**config.mk**
```make
export PLATFORM = sky130hd
export DESIGN_NAME = seg_xlat_unit
export DESIGN_NICKNAME = d
export VERILOG_FILES = /design/src/rtl/seg_xlat_pkg.sv /design/src/rtl/seg_table.sv /design/src/rtl/seg_check.sv /design/src/rtl/seg_xlat_unit.sv
export SDC_FILE = /design/constraint.sdc
export NUM_CORES = 1
export LEC_CHECK = 0
export ABC_AREA = 1
export BUFFER_PORTS_ARGS = -buffer_cell sky130_fd_sc_hd__buf_2
export CAP_MARGIN = 15
export CORE_UTILIZATION = 33
export CTS_BUF_LIST = sky130_fd_sc_hd__clkbuf_16
export CTS_CLUSTER_SIZE = 20
export DETAILED_ROUTE_END_ITERATION = 12
export GPL_TIMING_DRIVEN = 0
export PLACE_DENSITY = 0.48
export SLEW_MARGIN = 20
export SYNTH_ARGS = -nofsm -noshare
export SYNTH_HDL_FRONTEND = slang
export SYNTH_SLANG_ARGS = --single-unit
```
**constraint.sdc**
```tcl
create_clock -name clk -period 7.3 [get_ports clk]
set_clock_uncertainty 0.1 [all_clocks]
set_input_delay 2.19 -clock clk [delete_from_list [all_inputs] [get_ports clk]]
set_output_delay 2.19 -clock clk [all_outputs]
set_load 0.005 [all_outputs]
```
**src/rtl/seg_xlat_pkg.sv**
```systemverilog
package seg_xlat_pkg;
  localparam int ADDR_W  = 16;
  localparam int SEG_W   = 2;
  localparam int OFF_W   = ADDR_W - SEG_W;
  localparam int LIM_W   = OFF_W + 1;
  localparam int N_SEG   = 1 << SEG_W;

  typedef enum logic [1:0] {
    FLT_NONE    = 2'd0,
    FLT_INVALID = 2'd1,
    FLT_BOUNDS  = 2'd2,
    FLT_PROT    = 2'd3
  } fault_e;

  typedef struct packed {
    logic [ADDR_W-1:0] base;
    logic [LIM_W-1:0]  limit;
    logic              valid;
    logic              ronly;
  } seg_entry_t;

  function automatic seg_entry_t seg_reset_entry(input int idx);
    seg_entry_t e;
    e.valid = 1'b1;
    e.ronly = 1'b0;
    case (idx)
      0: begin e.base = 16'h4000; e.limit = 15'h0800; e.ronly = 1'b1; end
      1: begin e.base = 16'h4800; e.limit = 15'h1400; end
      2: begin e.base = 16'hF000; e.limit = 15'h1000; end
      default: begin e.base = 16'h0000; e.limit = 15'h3000; end
    endcase
    return e;
  endfunction
endpackage

```
**src/rtl/seg_table.sv**
```systemverilog
module seg_table
  import seg_xlat_pkg::*;
(
  input  logic             clk,
  input  logic             rst_n,
  input  logic             wr_en,
  input  logic             wr_kernel,
  input  logic [SEG_W-1:0] wr_idx,
  input  seg_entry_t       wr_entry,
  input  logic [SEG_W-1:0] rd_idx,
  output seg_entry_t       rd_entry
);
  seg_entry_t [N_SEG-1:0] tbl_q;
  seg_entry_t [N_SEG-1:0] tbl_d;
  logic                   wr_ok;

  assign wr_ok = wr_en & wr_kernel;

  always_comb begin
    tbl_d = tbl_q;
    if (wr_ok) tbl_d[wr_idx] = wr_entry;
  end

  for (genvar g = 0; g < N_SEG; g++) begin : g_ent
    always_ff @(posedge clk or negedge rst_n) begin
      if (!rst_n)      tbl_q[g] <= seg_reset_entry(g);
      else if (wr_ok)  tbl_q[g] <= tbl_d[g];
    end
  end

  assign rd_entry = tbl_q[rd_idx];

  assert_user_write_dropped_R9: assert property (@(posedge clk) disable iff (!rst_n)
    (wr_en && !wr_kernel) |=> $stable(tbl_q));

  assert_kernel_write_lands_R8: assert property (@(posedge clk) disable iff (!rst_n)
    (wr_en && wr_kernel) |=> (tbl_q[$past(wr_idx)] == $past(wr_entry)));
endmodule

```
**src/rtl/seg_check.sv**
```systemverilog
module seg_check
  import seg_xlat_pkg::*;
(
  input  seg_entry_t        entry,
  input  logic [OFF_W-1:0]  offset,
  input  logic              is_write,
  output fault_e            fault,
  output logic [ADDR_W-1:0] paddr
);
  logic              oob;
  logic [ADDR_W-1:0] sum;

  assign oob = ({1'b0, offset} >= entry.limit);
  assign sum = entry.base + ADDR_W'(offset);

  always_comb begin
    if (!entry.valid)                 fault = FLT_INVALID;
    else if (oob)                     fault = FLT_BOUNDS;
    else if (is_write && entry.ronly) fault = FLT_PROT;
    else                              fault = FLT_NONE;
  end

  assign paddr = (fault == FLT_NONE) ? sum : '0;
endmodule

```
**src/rtl/seg_xlat_unit.sv**
```systemverilog
module seg_xlat_unit
  import seg_xlat_pkg::*;
(
  input  logic        clk,
  input  logic        rst_n,
  input  logic        req_valid,
  input  logic [15:0] req_vaddr,
  input  logic        req_write,
  input  logic        cfg_we,
  input  logic        cfg_kernel,
  input  logic [1:0]  cfg_idx,
  input  logic [15:0] cfg_base,
  input  logic [14:0] cfg_limit,
  input  logic        cfg_valid,
  input  logic        cfg_ronly,
  output logic        rsp_valid,
  output logic [15:0] rsp_paddr,
  output logic [1:0]  rsp_fault,
  output logic        rsp_mem_en
);
  logic [1:0]  rst_sync;
  logic        rst_ni;
  seg_entry_t  wr_entry;
  seg_entry_t  rd_entry;
  fault_e      chk_fault;
  logic [ADDR_W-1:0] chk_paddr;

  logic              valid_d, mem_en_d;
  logic [ADDR_W-1:0] paddr_d;
  logic [1:0]        fault_d;

  always_ff @(posedge clk or negedge rst_n) begin
    if (!rst_n) rst_sync <= 2'b00;
    else        rst_sync <= {rst_sync[0], 1'b1};
  end
  assign rst_ni = rst_sync[1];

  assign wr_entry = '{base: cfg_base, limit: cfg_limit, valid: cfg_valid, ronly: cfg_ronly};

  seg_table u_table (
    .clk       (clk),
    .rst_n     (rst_ni),
    .wr_en     (cfg_we),
    .wr_kernel (cfg_kernel),
    .wr_idx    (cfg_idx),
    .wr_entry  (wr_entry),
    .rd_idx    (req_vaddr[ADDR_W-1 -: SEG_W]),
    .rd_entry  (rd_entry)
  );

  seg_check u_check (
    .entry    (rd_entry),
    .offset   (req_vaddr[OFF_W-1:0]),
    .is_write (req_write),
    .fault    (chk_fault),
    .paddr    (chk_paddr)
  );

  always_comb begin
    valid_d  = req_valid;
    paddr_d  = req_valid ? chk_paddr : '0;
    fault_d  = req_valid ? chk_fault : FLT_NONE;
    mem_en_d = req_valid && (chk_fault == FLT_NONE);
  end

  always_ff @(posedge clk or negedge rst_ni) begin
    if (!rst_ni) begin
      rsp_valid  <= 1'b0;
      rsp_paddr  <= '0;
      rsp_fault  <= 2'd0;
      rsp_mem_en <= 1'b0;
    end else begin
      rsp_valid  <= valid_d;
      rsp_paddr  <= paddr_d;
      rsp_fault  <= fault_d;
      rsp_mem_en <= mem_en_d;
    end
  end

  assert_rsp_follows_req_R2: assert property (@(posedge clk) disable iff (!rst_ni)
    req_valid |=> rsp_valid);

  assert_idle_quiet_R2: assert property (@(posedge clk) disable iff (!rst_ni)
    !req_valid |=> (!rsp_valid && !rsp_mem_en && rsp_paddr == '0));

  assert_fault_blocks_access_R6: assert property (@(posedge clk) disable iff (!rst_ni)
    (rsp_fault != 2'd0) |-> (!rsp_mem_en && rsp_paddr == '0));

  assert_clean_rsp_enables_R6: assert property (@(posedge clk) disable iff (!rst_ni)
    (rsp_valid && rsp_fault == 2'd0) |-> rsp_mem_en);

  assert_store_readonly_faults_R5: assert property (@(posedge clk) disable iff (!rst_ni)
    (req_valid && req_write && rd_entry.valid && rd_entry.ronly &&
     ({1'b0, req_vaddr[OFF_W-1:0]} < rd_entry.limit)) |=> (rsp_fault == 2'd3));
endmodule

```
==> Implementation_results.wiki <==
{| class="wikitable"
! Metric !! Value
|-
| Resized cells post-CTS || 0
|-
| Hold-fix buffer count after cts || 0
|-
| Routability congestion estimate || 0.796
|-
| Final slew viol count || 0
|-
| Type of origin of the critical path || input pin
|-
| HPWL reported at the end of detailed placement || 17.1 mm
|-
| Number of buffers inserted by port buffering || 75
|-
| Overall routing resource usage || 20.6%
|-
| DRC violations left || 0
|-
| Core box area || roughly 23000 µm²
|-
| Cell area after synthesis || 7710 µm²
|-
| Worst slack after detailed placement || 1.87 ns
|-
| Number of register bits inferred by synthesis || 154
|-
| Largest net degree at the start of global routing || 53
|-
| Tmin final || around 5 ns
|-
| Number of standard-cell rows in the floorplan || 55
|-
| Layout Area Growth over Synthesis || 18.4%
|-
| Buffers inserted by post-CTS timing repair || 0
|-
| Ratio of cells with drive above 1 in the final layout || 16.1%
|-
| Power Internal || 1.68 mW
|-
| Number of antenna violations at the first check in global routing || 0
|-
| Sw Pwr || just over 800 µW
|-
| Ys flop type || sky130_fd_sc_hd__dfrtp_1
|-
| Number of nets in the synthesized netlist || 1022
|-
| Worst stage delay on the critical path || 0.43 ns
|-
| Met3 layer usage reported by global route || under 10%
|-
| Die Span Y || 155 µm
|-
| Worst Path Arrival || 5.23 ns
|-
| Post-detailed-route count of antenna-violating nets || 0
|-
| ANT cells || 0
|-
| Most used cell, CP || sky130_fd_sc_hd__nor2_1
|-
| Vias post-DR || ~6600
|-
| Number of unique standard cell types used by synthesis || 37
|-
| Number of global-route vias before repair || ~6400
|-
| Path class of the lowest-slack min-delay path || flop to asynchronous set/reset pin
|-
| Final WL || roughly 23 mm
|-
| CP max FO || 10
|-
| Post-Synthesis Mean Instance Area || 8.24 µm²
|-
| Area of the die || 24000 µm²
|-
| Critical path required time || 7.56 ns
|-
| Clock-pin slew of the registers on the worst-case setup and hold paths || about 0.080 ns
|-
| GRT Max-Usage Layer || met2
|-
| Max frequency || between 200 and 250 MHz
|-
| Synthesized netlist cell count || 936
|-
| First-pass GRT wire length || around 37 mm
|-
| Worst rel slew slack || between 50% and 60%
|-
| Number of iterations in the first detailed-routing pass || 6
|-
| End-of-flow core utilization || 40.1%
|-
| Yosys Warn Count || 0
|-
| Combinational share of power || between 20% and 30%
|-
| Clock net sink count || between 150 and 200
|-
| Total overflow reported by the global router || 0
|-
| Buffer cell driving the clock tree root || sky130_fd_sc_hd__clkbuf_16
|-
| Top-level I/O count || 77
|-
| CTS H-tree depth || 4
|-
| Power consumption || 2.50 mW
|-
| Total Neg Setup Slack || 0 ns
|-
| Global-route track usage on met2 || roughly a third
|-
| Slew of the pin with the lowest slew margin || 0.720 ns
|-
| Worst-case setup margin in the final layout || 2.33 ns
|-
| Average wire per standard cell || 17.1 µm
|-
| Commonest cells after routing, fill and taps aside || 198 x sky130_fd_sc_hd__nand2_1, 177 x sky130_fd_sc_hd__o21ai_0, 135 x sky130_fd_sc_hd__dfrtp_1
|-
| Worst Setup Path Type || input pin to flop
|-
| Setup-violating endpoint count in the final report || 0
|-
| Async SR Flop Fraction || 100%
|-
| TritonCTS clock tree || built
|-
| Critical-path cell with the highest stage delay || sky130_fd_sc_hd__clkbuf_1
|-
| Die extent in x || between 150 and 200 µm
|-
| # nets final || 1119
|-
| Clock buffer count from CTS || 17
|-
| Status || completed
|-
| Proportion of total power due to net switching || between 30% and 40%
|-
| Sequential Power Share || 43.6%
|-
| Clock latency at the later pin of the worst-skew pair || between 0.4 and 0.5 ns
|-
| Share of the yosys chip area belonging to registers || just over 50%
|-
| Commonest non-fill, non-tap cell in the layout || sky130_fd_sc_hd__nand2_1
|-
| Leakage power summed over all cells || 4.39 nW
|-
| Iteration-0 DRC Markers || ~430
|-
| Worst-case vdd ir drop || 0.125 mV
|-
| Kind of end point of the critical path || flop
|-
| Final Hold Vio Count || 0
|-
| Power density over the cells || between 200 and 300 nW/µm²
|-
| Relative contribution of the clock network to total power || between 30% and 40%
|-
| Number of buffers between clock root and the deepest sink || 2
|-
| Crit-path cells || buf_2 -> inv_2 -> clkbuf_1 -> clkbuf_1 -> o21ai_0 -> o22ai_1 -> ha_1 -> a21oi_1 -> a21boi_0 -> nor2_1 -> nor2_1 -> nand2_1 -> nand2_1 -> nand3_1 -> nor2_1
|-
| Non-filler instance count after layout || between 1000 and 1500
|-
| MaxCap Viol Count || 0
|-
| GR met1 Demand/Resource || 29.9%
|-
| Unrepaired setup endpoints after global routing || no
|-
| Drt via density || 4.83
|-
| Final cycle utilization of the critical path || 68.1%
|-
| EDFF count, synth || 0
|-
| Cells after DPL || between 1000 and 1500
|-
| Initial core utilization || 33.9%
|}
registers in the layout (all words and copies together), names as in the netlist:
| signal | count |
|---|---|
| rsp_fault | 2 |
| rsp_mem_en | 1 |
| rsp_paddr | 16 |
| rsp_valid | 1 |
| rst_sync | 2 |
| u_table.tbl_q | 132 |
routing by layer:
layer | vias up | wire, µm
li1 | 3251 | -
met1 | 3161 | 11600
met2 | 135 | 10500
met3 | 22 | 897
met4 | 0 | 344
met5 | - | 0
power groups by stage:
stage	clock network [mW]	registers, mW	logic (mW)
finish	0.873	1.09	0.537
global route	0.930	1.11	0.623
CTS	0.889	1.09	0.543
detailed placement	0	1.10	0.541
global placement	0	1.12	0.515
floorplan	0	1.10	0.371
cell type report:
| type | instances | area, µm² |
|---|---|---|
| multi-input cells | 650 | 3290 |
| fillers | 2452 | 13600 |
| clock inverters | 15 | 149 |
| well taps | 313 | 392 |
| repair buffers | 78 | 450 |
| plain buffers | 50 | 230 |
| inverters | 82 | 315 |
| clock buffers | 17 | 425 |
| flip-flops and latches | 154 | 3880 |
worst paths after layout:
kind | slack (ns) | depth (start not counted) | startpoint | to
worst max register to register | 4.90 | 12 | u_table.tbl_q[50]$_DFFE_PN0P_ | rsp_paddr[8]$_DFF_PN0_
min in group clk | 0.26 | 0 | rst_sync[0]$_DFF_PN0_ | rst_sync[1]$_DFF_PN0_
worst min register to register | 0.08 | 0 | rst_sync[1]$_DFF_PN0_ | u_table.tbl_q[23]$_DFFE_PN0P_
worst min-delay path | 0.08 | 0 | rst_sync[1]$_DFF_PN0_ | u_table.tbl_q[23]$_DFFE_PN0P_
worst max-delay path | 2.33 | 15 | req_vaddr[15] | rsp_paddr[15]$_DFF_PN0_
max in group asynchronous | 5.58 | 1 | rst_n | rst_sync[1]$_DFF_PN0_
synthesized netlist by cell type (2+ instances only):
master,instances,area share (%)
sky130_fd_sc_hd__nor3b_1,2,0.19
sky130_fd_sc_hd__nand4_1,3,0.24
sky130_fd_sc_hd__nor3_2,11,1.4
sky130_fd_sc_hd__dfstp_2,18,6.1
sky130_fd_sc_hd__nor2_1,113,5.5
sky130_fd_sc_hd__o22ai_1,17,1.4
sky130_fd_sc_hd__clkbuf_1,33,1.6
sky130_fd_sc_hd__nand3_2,4,0.52
sky130_fd_sc_hd__a21oi_1,45,2.9
sky130_fd_sc_hd__o21ai_0,177,11
sky130_fd_sc_hd__buf_1,6,0.29
sky130_fd_sc_hd__o21bai_1,2,0.19
sky130_fd_sc_hd__nand2_2,5,0.41
sky130_fd_sc_hd__buf_6,3,0.44
sky130_fd_sc_hd__inv_1,79,3.8
sky130_fd_sc_hd__xor2_1,2,0.23
sky130_fd_sc_hd__xnor2_1,7,0.80
sky130_fd_sc_hd__nand3_1,24,1.6
sky130_fd_sc_hd__nand2_1,198,9.6
sky130_fd_sc_hd__ha_1,28,4.5
sky130_fd_sc_hd__dfrtp_1,136,44
sky130_fd_sc_hd__inv_2,2,0.097
sky130_fd_sc_hd__buf_2,7,0.45
kinds of logic (layout without fill, tap and decap cells):
family / count (synthesis) / in the layout / synth area share, %
buffers and inverters: 132 / 242 / 7.07
XOR/XNOR: 9 / 9 / 1.02
adder cells (fa/ha/maj): 29 / 29 / 4.80
other: 1 / 1 / 0.0486
flip-flops: 154 / 154 / 50.3
AND/OR/NAND/NOR: 364 / 364 / 20.1
AO/OA/AOI/OAI: 247 / 247 / 16.7
worst max-delay path, delay by kind of cell:
kind,cells,cell delay (ns)
buffers and inverters,4,1.19
AOI/OAI and AO/OA,4,0.99
adders and majority gates,1,0.38
and+or+nand+nor,6,0.47
metrics by stage:
stage / hold slack (ns) / cell area (µm²)
after detailed placement: 0.0885 / 8560
after global routing: 0.107 / 9130
final: 0.0844 / 9130
after global placement: 0.232 / 8480
after floorplan: 0.231 / 7710
after CTS: 0.0963 / 9130
(Power assumes the default switching activity.)
